--- config.mk ---
export PLATFORM = sky130hd
export DESIGN_NAME = bank_mask_gate
export DESIGN_NICKNAME = d
export VERILOG_FILES = /design/src/rtl/bmg_pkg.sv /design/src/rtl/bmg_holdoff.sv /design/src/rtl/bmg_sequencer.sv /design/src/rtl/bmg_filter.sv /design/src/rtl/bank_mask_gate.sv
export SDC_FILE = /design/constraint.sdc
export NUM_CORES = 1
export LEC_CHECK = 0
export BUFFER_PORTS_ARGS = -buffer_cell sky130_fd_sc_hd__buf_2
export CELL_PAD_IN_SITES_DETAIL_PLACEMENT = 0
export CELL_PAD_IN_SITES_GLOBAL_PLACEMENT = 1
export CORE_ASPECT_RATIO = 0.75
export CORE_MARGIN = 3
export CORE_UTILIZATION = 27
export CTS_BUF_LIST = sky130_fd_sc_hd__clkbuf_4 sky130_fd_sc_hd__clkbuf_8 sky130_fd_sc_hd__clkbuf_16
export CTS_CLUSTER_SIZE = 28
export DETAILED_ROUTE_END_ITERATION = 8
export PLACE_DENSITY = 0.73
export SLEW_MARGIN = 25
export SYNTH_ARGS = -nofsm -noshare
export SYNTH_HDL_FRONTEND = slang
export SYNTH_SLANG_ARGS = --single-unit
--- constraint.sdc ---
create_clock -name clk -period 1.3 [get_ports clk]
set_input_delay 0 -clock clk [delete_from_list [all_inputs] [get_ports clk]]
set_output_delay 0 -clock clk [all_outputs]
set_load 0.02 [all_outputs]
--- src/rtl/bmg_pkg.sv ---
// Package: shared state encoding for the bank mask gate.
// Assumes: none.
package bmg_pkg;
    typedef enum logic [2:0] {
        ST_IDLE  = 3'd0,
        ST_HOLD  = 3'd1,
        ST_ISSUE = 3'd2,
        ST_WAITV = 3'd3,
        ST_MASK  = 3'd4
    } gate_state_t;
endpackage

--- src/rtl/bmg_holdoff.sv ---
// Module: one-shot hold-off timer.
// On start_i it counts CYC cycles and raises expire_o in the last one.
// Assumes: start_i is only raised while the timer is not running; CYC >= 1.
module bmg_holdoff #(
    parameter int CYC = 23
) (
    input  logic clk,
    input  logic rst_n,
    input  logic start_i,
    output logic expire_o
);
    localparam int CW = $clog2(CYC + 1);

    logic          run;
    logic [CW-1:0] cnt;

    // Expiry in the final counted cycle.
    assign expire_o = run && (cnt == CW'(CYC - 1));

    // Run flag and cycle counter.
    always_ff @(posedge clk) begin
        if (!rst_n) begin
            run <= 1'b0;
            cnt <= '0;
        end else if (start_i) begin
            run <= 1'b1;
            cnt <= '0;
        end else if (expire_o) begin
            run <= 1'b0;
            cnt <= '0;
        end else if (run) begin
            cnt <= cnt + 1'b1;
        end
    end

    assert_cnt_bound_R2: assert property (@(posedge clk) disable iff (!rst_n)
        run |-> (cnt < CW'(CYC)));
    assert_expire_stops_R2: assert property (@(posedge clk) disable iff (!rst_n)
        (expire_o && !start_i) |=> !run);
endmodule

--- src/rtl/bmg_sequencer.sv ---
// Module: mitigation sequencer.
// Steps through idle, hold-off, mask-refresh issue, vector wait and mask phase.
// It latches alerts that arrive mid-sequence and owns the captured bank mask.
// Assumes: vec_valid_i and done_i are single-cycle pulses from the rank side.
module bmg_sequencer
    import bmg_pkg::*;
#(
    parameter int NB       = 8,
    parameter int HOLD_CYC = 23
) (
    input  logic          clk,
    input  logic          rst_n,
    input  logic          alert_i,
    input  logic          vec_valid_i,
    input  logic [NB-1:0] vec_i,
    input  logic          done_i,
    output logic          rfm_o,
    output logic          mask_act_o,
    output logic [NB-1:0] mask_o
);
    gate_state_t   state;
    logic          pend;
    logic          trig;
    logic          start;
    logic          expire;
    logic [NB-1:0] mask_q;

    bmg_holdoff #(.CYC(HOLD_CYC)) u_hold (
        .clk      (clk),
        .rst_n    (rst_n),
        .start_i  (start),
        .expire_o (expire)
    );

    // A new or remembered alert starts a sequence from idle.
    assign trig  = alert_i || pend;
    assign start = (state == ST_IDLE) && trig;

    // Main sequence state.
    always_ff @(posedge clk) begin
        if (!rst_n) begin
            state <= ST_IDLE;
        end else begin
            unique case (state)
                ST_IDLE:  if (trig) state <= ST_HOLD;
                ST_HOLD:  if (expire) state <= ST_ISSUE;
                ST_ISSUE: state <= ST_WAITV;
                ST_WAITV: if (vec_valid_i) state <= ST_MASK;
                ST_MASK:  if (done_i) state <= ST_IDLE;
                default:  state <= ST_IDLE;
            endcase
        end
    end

    // Remember alerts seen outside idle; consumed by the next start.
    always_ff @(posedge clk) begin
        if (!rst_n)                 pend <= 1'b0;
        else if (state != ST_IDLE)  pend <= pend || alert_i;
        else if (start)             pend <= 1'b0;
    end

    // Capture the bank vector once per sequence; drop it on completion.
    always_ff @(posedge clk) begin
        if (!rst_n)                                mask_q <= '0;
        else if (state == ST_WAITV && vec_valid_i) mask_q <= vec_i;
        else if (state == ST_MASK && done_i)       mask_q <= '0;
    end

    assign rfm_o      = (state == ST_ISSUE);
    assign mask_act_o = (state == ST_MASK);
    assign mask_o     = mask_q;

    assert_single_issue_R3: assert property (@(posedge clk) disable iff (!rst_n)
        rfm_o |=> !rfm_o);
    assert_issue_after_hold_R2: assert property (@(posedge clk) disable iff (!rst_n)
        $rose(rfm_o) |-> $past(expire));
    assert_mask_held_R8: assert property (@(posedge clk) disable iff (!rst_n)
        (mask_act_o && !done_i) |=> (mask_act_o && $stable(mask_q)));
    assert_pending_restart_R9: assert property (@(posedge clk) disable iff (!rst_n)
        (state == ST_IDLE && pend) |=> (state == ST_HOLD));
endmodule

--- src/rtl/bmg_filter.sv ---
// Module: command stream gate.
// Blocks the head command when the mask is in force and its bank bit is set.
// Any other command passes straight through.
// Assumes: NB is a power of two, so every bank index is in range.
module bmg_filter #(
    parameter int NB = 8,
    parameter int PW = 16,
    localparam int BW = $clog2(NB)
) (
    input  logic          clk,
    input  logic          rst_n,
    input  logic          mask_act_i,
    input  logic [NB-1:0] mask_i,
    input  logic          in_valid,
    output logic          in_ready,
    input  logic [BW-1:0] in_bank,
    input  logic [PW-1:0] in_payload,
    output logic          out_valid,
    input  logic          out_ready,
    output logic [BW-1:0] out_bank,
    output logic [PW-1:0] out_payload
);
    logic hit;

    // Head command targets a flagged bank while the mask is in force.
    assign hit = mask_act_i && mask_i[in_bank];

    assign out_valid   = in_valid && !hit;
    assign in_ready    = out_ready && !hit;
    assign out_bank    = in_bank;
    assign out_payload = in_payload;

    assert_blocked_bank_R5: assert property (@(posedge clk) disable iff (!rst_n)
        (mask_act_i && in_valid && mask_i[in_bank]) |-> (!out_valid && !in_ready));
    assert_no_drop_R6: assert property (@(posedge clk) disable iff (!rst_n)
        (in_valid && in_ready) |-> (out_valid && out_ready && out_bank == in_bank));
    assert_open_when_unmasked_R7: assert property (@(posedge clk) disable iff (!rst_n)
        !mask_act_i |-> (out_valid == in_valid && in_ready == out_ready));
endmodule

--- src/rtl/bank_mask_gate.sv ---
// Module: top of the alert-driven bank masking command gate.
// Joins the sequencer (alert, hold-off, mask-refresh, vector capture) with the stream gate.
// Assumes: NUM_BANKS is a power of two; HOLDOFF_PS and CLK_PERIOD_PS are positive.
module bank_mask_gate #(
    parameter int NUM_BANKS     = 8,
    parameter int PAYLOAD_W     = 16,
    parameter int CLK_PERIOD_PS = 8000,
    parameter int HOLDOFF_PS    = 180000,
    localparam int BANK_W       = $clog2(NUM_BANKS),
    localparam int HOLD_CYC     = (HOLDOFF_PS + CLK_PERIOD_PS - 1) / CLK_PERIOD_PS
) (
    input  logic                 clk,
    input  logic                 rst_n,
    input  logic                 alert_i,
    output logic                 rfm_o,
    input  logic                 vec_valid_i,
    input  logic [NUM_BANKS-1:0] vec_i,
    input  logic                 done_i,
    input  logic                 in_valid,
    output logic                 in_ready,
    input  logic [BANK_W-1:0]    in_bank,
    input  logic [PAYLOAD_W-1:0] in_payload,
    output logic                 out_valid,
    input  logic                 out_ready,
    output logic [BANK_W-1:0]    out_bank,
    output logic [PAYLOAD_W-1:0] out_payload
);
    logic                 mask_act;
    logic [NUM_BANKS-1:0] mask;

    bmg_sequencer #(.NB(NUM_BANKS), .HOLD_CYC(HOLD_CYC)) u_seq (
        .clk         (clk),
        .rst_n       (rst_n),
        .alert_i     (alert_i),
        .vec_valid_i (vec_valid_i),
        .vec_i       (vec_i),
        .done_i      (done_i),
        .rfm_o       (rfm_o),
        .mask_act_o  (mask_act),
        .mask_o      (mask)
    );

    bmg_filter #(.NB(NUM_BANKS), .PW(PAYLOAD_W)) u_filt (
        .clk         (clk),
        .rst_n       (rst_n),
        .mask_act_i  (mask_act),
        .mask_i      (mask),
        .in_valid    (in_valid),
        .in_ready    (in_ready),
        .in_bank     (in_bank),
        .in_payload  (in_payload),
        .out_valid   (out_valid),
        .out_ready   (out_ready),
        .out_bank    (out_bank),
        .out_payload (out_payload)
    );

    assert_reset_quiet_R10: assert property (@(posedge clk)
        !rst_n |=> (!rfm_o && !mask_act));
    assert_issue_needs_alert_R1: assert property (@(posedge clk) disable iff (!rst_n)
        rfm_o |-> !mask_act);
endmodule

* Word level (Yosys, flattened, before mapping)
Cells that the tools add are included.
** Operators by class
- Div/mod/pow operators :: 0
- $lt $le $gt $ge :: 1
- Add/subtract/negate cells :: 1
- Shift-type cells :: 0
- Equality and inequality tests :: 9
- Bitwise operators :: 1
- Reduce and logical (&&, ||, !) cells :: 16
- Multipliers :: 0
- Multiplexer cells :: 13
** Operators with widths (count)
- 2-to-1 mux 8 bit :: 2
- one-hot mux 3 bit (5 select lines) :: 1
- 2-to-1 mux 3 bit :: 4
- logical AND 1 bit :: 7
- equality test 3 x 2 -> 1 bit, second input constant :: 2
- nonzero test 2 bit :: 3
- adder 5 x 1 -> 5 bit, second input constant :: 1
- equality test 5 bit, second input constant :: 1
- 2-to-1 mux 1 bit :: 5
- less-than comparator 3 x 4 -> 1 bit, second input constant :: 1
- != test 2 x 1 -> 1 bit, second input constant :: 2
- != test 2 bit, second input constant :: 2
- AND reduction 4 bit :: 1
- binary-select mux 1 bit (select 3 bit) :: 1
- equality test 3 x 1 -> 1 bit, second input constant :: 1
- equality test 3 bit, second input constant :: 1
- zero test 3 bit :: 1
- nonzero test 3 bit :: 1
- OR reduction 3 bit :: 1
- zero test 1 bit :: 1
- logical OR 1 bit :: 1
- NOT 1 bit :: 1
** Word-level totals
- Bits in latches :: 0
- Memory bits (read-only) :: 0
- Bits in registers :: 18
- Output and inout port bits :: 22
- Memories kept :: 0
- Word-level logic and storage cells :: 46
- RAM bits :: 0
- Bits of input ports :: 34

* Logic depth before layout (Yosys ltp)
- Depth after elaboration :: 5
- Depth in mapped cells :: 5

* Hierarchy
From an unflattened synthesis, not the netlist that was laid out.
** Second synthesis, totals
- Cell total of the unflattened synthesis :: 102
- Area, all modules :: 1012.2 µm²
** By module, submodules not included
- bmg_sequencer :: area each 485.5 µm², seq. area each 240.2 µm², instances 1, cells an instance 43
- bmg_holdoff :: area each 297.8 µm², seq. area each 120.1 µm², instances 1, cells an instance 30
- bmg_filter :: area each 229.0 µm², seq. area each 0.0 µm², instances 1, cells an instance 29

* Worst setup path before layout
OpenSTA, ideal clock, no wires.
- Kind :: reg-to-reg
- Start :: reg u_seq.u_hold.cnt[0]
- End :: reg u_seq.state[1]
- Slack :: -90 ps
- Buffers on the path :: 0
- Arrival time :: 1310 ps
- Cell stages (with the launch flop) :: 6
- Cell sequence :: dfxtp_1 -> inv_1 -> ha_1 -> nand4_2 -> or4b_1 -> a211oi_2
** Between the ends
- Cells in the longest elaborated chain, start to end :: 4
** RTL lines
- start: declaration :: line bmg_holdoff.sv:15 : logic [CW-1:0] cnt;
- start signal: assignment :: line bmg_holdoff.sv:32 : cnt <= cnt + 1'b1;
- equality test 5 bit :: line bmg_holdoff.sv:18 : assign expire_o = run && (cnt == CW'(CYC - 1));
- logical AND 1 bit :: line bmg_holdoff.sv:18
- != test 2 x 1 -> 1 bit (no line)
- AND reduction 4 bit (no line)
- end signal: assignment :: line bmg_sequencer.sv:42 : state <= ST_IDLE;
- end signal: assignment :: line bmg_sequencer.sv:45 : ST_IDLE: if (trig) state <= ST_HOLD;
- end signal: assignment :: line bmg_sequencer.sv:46 : ST_HOLD: if (expire) state <= ST_ISSUE;
- end: declaration :: line bmg_sequencer.sv:21 : gate_state_t state;
No other way between the ends.
A chain may end at the register's enable or synchronous reset.

* Final worst setup path
- Start :: reg u_seq.mask_q[7] (netlist: u_seq.mask_o[7])
- End :: out out_valid
** Between the ends
- Cells in the longest elaborated chain, start to end :: 5
** RTL lines
- start: declaration :: line bmg_sequencer.sv:26 : logic [NB-1:0] mask_q;
- start signal: assignment :: line bmg_sequencer.sv:65 : else if (state == ST_WAITV && vec_valid_i) mask_q <= vec_i;
- binary-select mux 1 bit (select 3 bit) :: line bmg_filter.sv:26 : assign hit = mask_act_i && mask_i[in_bank];
- 2-to-1 mux 1 bit (not written as such) :: line bmg_filter.sv:26
- logical AND 1 bit :: line bmg_filter.sv:26
- zero test 1 bit :: line bmg_filter.sv:28 : assign out_valid = in_valid && !hit;
- logical AND 1 bit :: line bmg_filter.sv:28
- end: declaration :: line bank_mask_gate.sv:23 : output logic out_valid,
No other way between the ends. The select of a mux whose other input is x is not followed.

==> impl_metrics.env <==
export IMPL_status="complete, but fails checks"
export IMPL_violations="negative setup slack"
export IMPL_vias_per_cell=4.585
export IMPL_grt_overflow_total=0
export IMPL_yosysWarnings=0
export IMPL_syn2layout_area_growth_pct=28.78
export IMPL_start_util_pct=29.52
export IMPL_final_area_um2=1310
export IMPL_finalWirelength_mm=2.388
export IMPL_max_stage_delay_ps=460
export IMPL_syn_nets=156
export IMPL_grt_usage_pct=10.41
export IMPL_syn_area_um2=1017
export IMPL_critPathCaptureType="output pin"
export IMPL_die_w_um=76.88
export IMPL_dieHeight_um=59.16
export IMPL_yosysSeqAreaShare_pct=35.42
export IMPL_syn_area_per_cell_um2=8.477
export IMPL_synth_most_common_cell="buf_4"
export IMPL_dpl_hpwl_mm=1.671
export IMPL_holdCritPathClass="in2out"
export IMPL_yosys_register_bits=18
export IMPL_die_area_um2=4548
export IMPL_async_flop_share_pct=0
export IMPL_arrival_ps=1460
export IMPL_synth_top_area_share_pct=35.42
export IMPL_root_buffer="clkbuf_8"
export IMPL_fillers=336
export IMPL_clk_pin_slew_ps=60
export IMPL_ys_flop_type="dfxtp_1"
export IMPL_synthTopCellsByCount="buf_4, dfxtp_1, nand2_1"
export IMPL_synth_area_leaders="dfxtp_1, buf_4, a21oi_1"
export IMPL_synth_distinct_cells=34
export IMPL_clkLatencyLatePin_ps=260
export IMPL_fin_ws_ps=-158.5
export IMPL_tightest_slew_ps=373.0
export IMPL_clockBufferDepth=2
export IMPL_slew_violations=0
export IMPL_max_freq_ghz=0.6856
export IMPL_fin_nets=180
export IMPL_hp_start="in_payload[13]"
export IMPL_synthCells=120
export IMPL_dpl_cell_area_um2=1145
export IMPL_place_gp_congestion=0.7740
export IMPL_finalPower_mw=1.213
export IMPL_core_area_um2=3446
export IMPL_first_pass_iters=4
export IMPL_clock_sinks=18
export IMPL_critPathRequiredTime_ps=1300
export IMPL_drc_errors=0
export IMPL_vias=885
export IMPL_hold_viol=0
export IMPL_ios=56
export IMPL_grt_pass1_wl_mm=3.746
export IMPL_cts_max_level=1
export IMPL_cp_cell_sequence="mux4_2 > nand2b_4 > a31oi_1 > buf_4"
export IMPL_port_buffers=23
export IMPL_antenna_found_initial=0
export IMPL_cts_buffers=3
export IMPL_critPathSlowestCell="mux4_2"
export IMPL_drive_gt1_share_pct=36.36
export IMPL_r2r_start="u_seq.u_hold.cnt[0]"
export IMPL_setup_viol=3
export IMPL_path_class="reg2out"
export IMPL_num_rows=18
export IMPL_maxCapViolCount=0
export IMPL_worstSetupStartpointType="register"
export IMPL_ir_drop_mv=0.4470
export IMPL_critPathMaxFanout=2
export IMPL_ant_nets=0
export IMPL_crit_start="u_seq.mask_o[7]"
export IMPL_power_density_nw_per_um2=926.2
export IMPL_grt_max_degree=12
export IMPL_whs_ps=0.007208
export IMPL_diodes=0
export IMPL_clock_skew_ps=7.110
export IMPL_drt_iter0_drc=71
export IMPL_power_leakage_nw=0.5370
export IMPL_fin_crit_sh_pct=112.2
export IMPL_synth_edff_count=0
export IMPL_netlist_top_cell_by_area="dfxtp_1"
export IMPL_rsz0062_at_grt="true"
export IMPL_slew_headroom_pct=75.08
export IMPL_cts_tree="yes"
export IMPL_routedWlPerCell_um=12.37
export IMPL_grt_pass1_vias=826
export IMPL_period_minus_slack_ps=1459
## area by class of cell
| type | instances | area, um2 | area share [%] |
|---|---|---|---|
| flip-flops and latches | 18 | 364.1 | 27.79 |
| inverters | 5 | 18.77 | 1.433 |
| multi-input cells | 73 | 521.8 | 39.83 |
| well taps | 50 | 62.56 | 4.776 |
| clock buffers | 4 | 55.05 | 4.202 |
| repair buffers | 43 | 287.8 | 21.97 |
## placed cells by master (no fill, tap or decap), types with 2 or more instances in the layout
master          n
nand4_1         2
a31oi_1         2
dfxtp_2         3
a211oi_1        2
nor2b_1         2
nand3_1         8
buf_2          21
nand2_1        12
clkbuf_8        4
mux2i_1         2
dfxtp_1        15
xor2_1          3
nor2_1          9
dlygate4sd3_1   7
nor3b_1         2
buf_4          15
inv_1           4
a21oi_1         9
## report_power, final
part | switching, mW | internal (mW)
combinational | 0.0844 | 0.0901
clock | 0.192 | 0.269
sequential | 0.0118 | 0.566
## critical path: cells and delay by family, from the launching register on
kind | cells | cell delay (ps)
AOI/OAI and AO/OA | 1 | 120
and+or+nand+nor | 1 | 150
buffers and inverters | 1 | 160
muxes | 1 | 460
DFF | 1 | 310
## repair_timing
item / in CTS / in global routing
hold endpoints to repair: 7 / 0
cloned: 0 / 1
pin swaps: 1 / 2
gates resized for setup: 3 / 4
setup buffers: 0 / 0
setup endpoints to repair: 3 / 17
hold buffers: 7 / 0
## metal layers
metal  GRT usage [%]  up-vias  part of all wire (%)
li1                -      443                     -
met1           13.75      398                    46
met2           16.00       32                    46
met3           2.432       12                   4.7
met4           5.426        0                   2.8
met5               0        -                     0
## final timing paths
| kind | endpoint | slack, ps | cells after the start |
|---|---|---|---|
| worst min-delay path | out_payload[13] | 0.007 | 0 |
| worst max register to register | u_seq.state[1] | -70 | 5 |
| worst max-delay path | out_valid | -160 | 4 |
| worst min register to register | u_seq.mask_o[2] | 470 | 2 |
## cell families after synthesis
family                   synth area share [%]
AO/OA/AOI/OAI                           13.77
buffers and inverters                   18.70
AND/OR/NAND/NOR                         22.02
flip-flops                              35.42
adder cells (fa/ha/maj)                 2.460
XOR/XNOR                                3.445
multiplexers                            4.182
## state kept, by name, summed over array words and instances (netlist names)
signal	cells
u_seq.mask_o	8
u_seq.u_hold.cnt	5
u_seq.state	3
u_seq.pend	1
u_seq.u_hold.run	1
## metrics by stage
step | cells | worst slack [ps] | utilization [%] | TNS, ps
finish | 193 | -158.5 | 38.02 | -383.3
global route | 193 | -235.7 | 38.02 | -566.1
CTS | 192 | -181.4 | 37.25 | -405.6
detailed placement | 181 | -80.24 | 33.22 | -80.24
global placement | 181 | -53.81 | 33.22 | -53.81
floorplan | 120 | -79.52 | - | -79.52
Power figures use the tool's default switching activity.
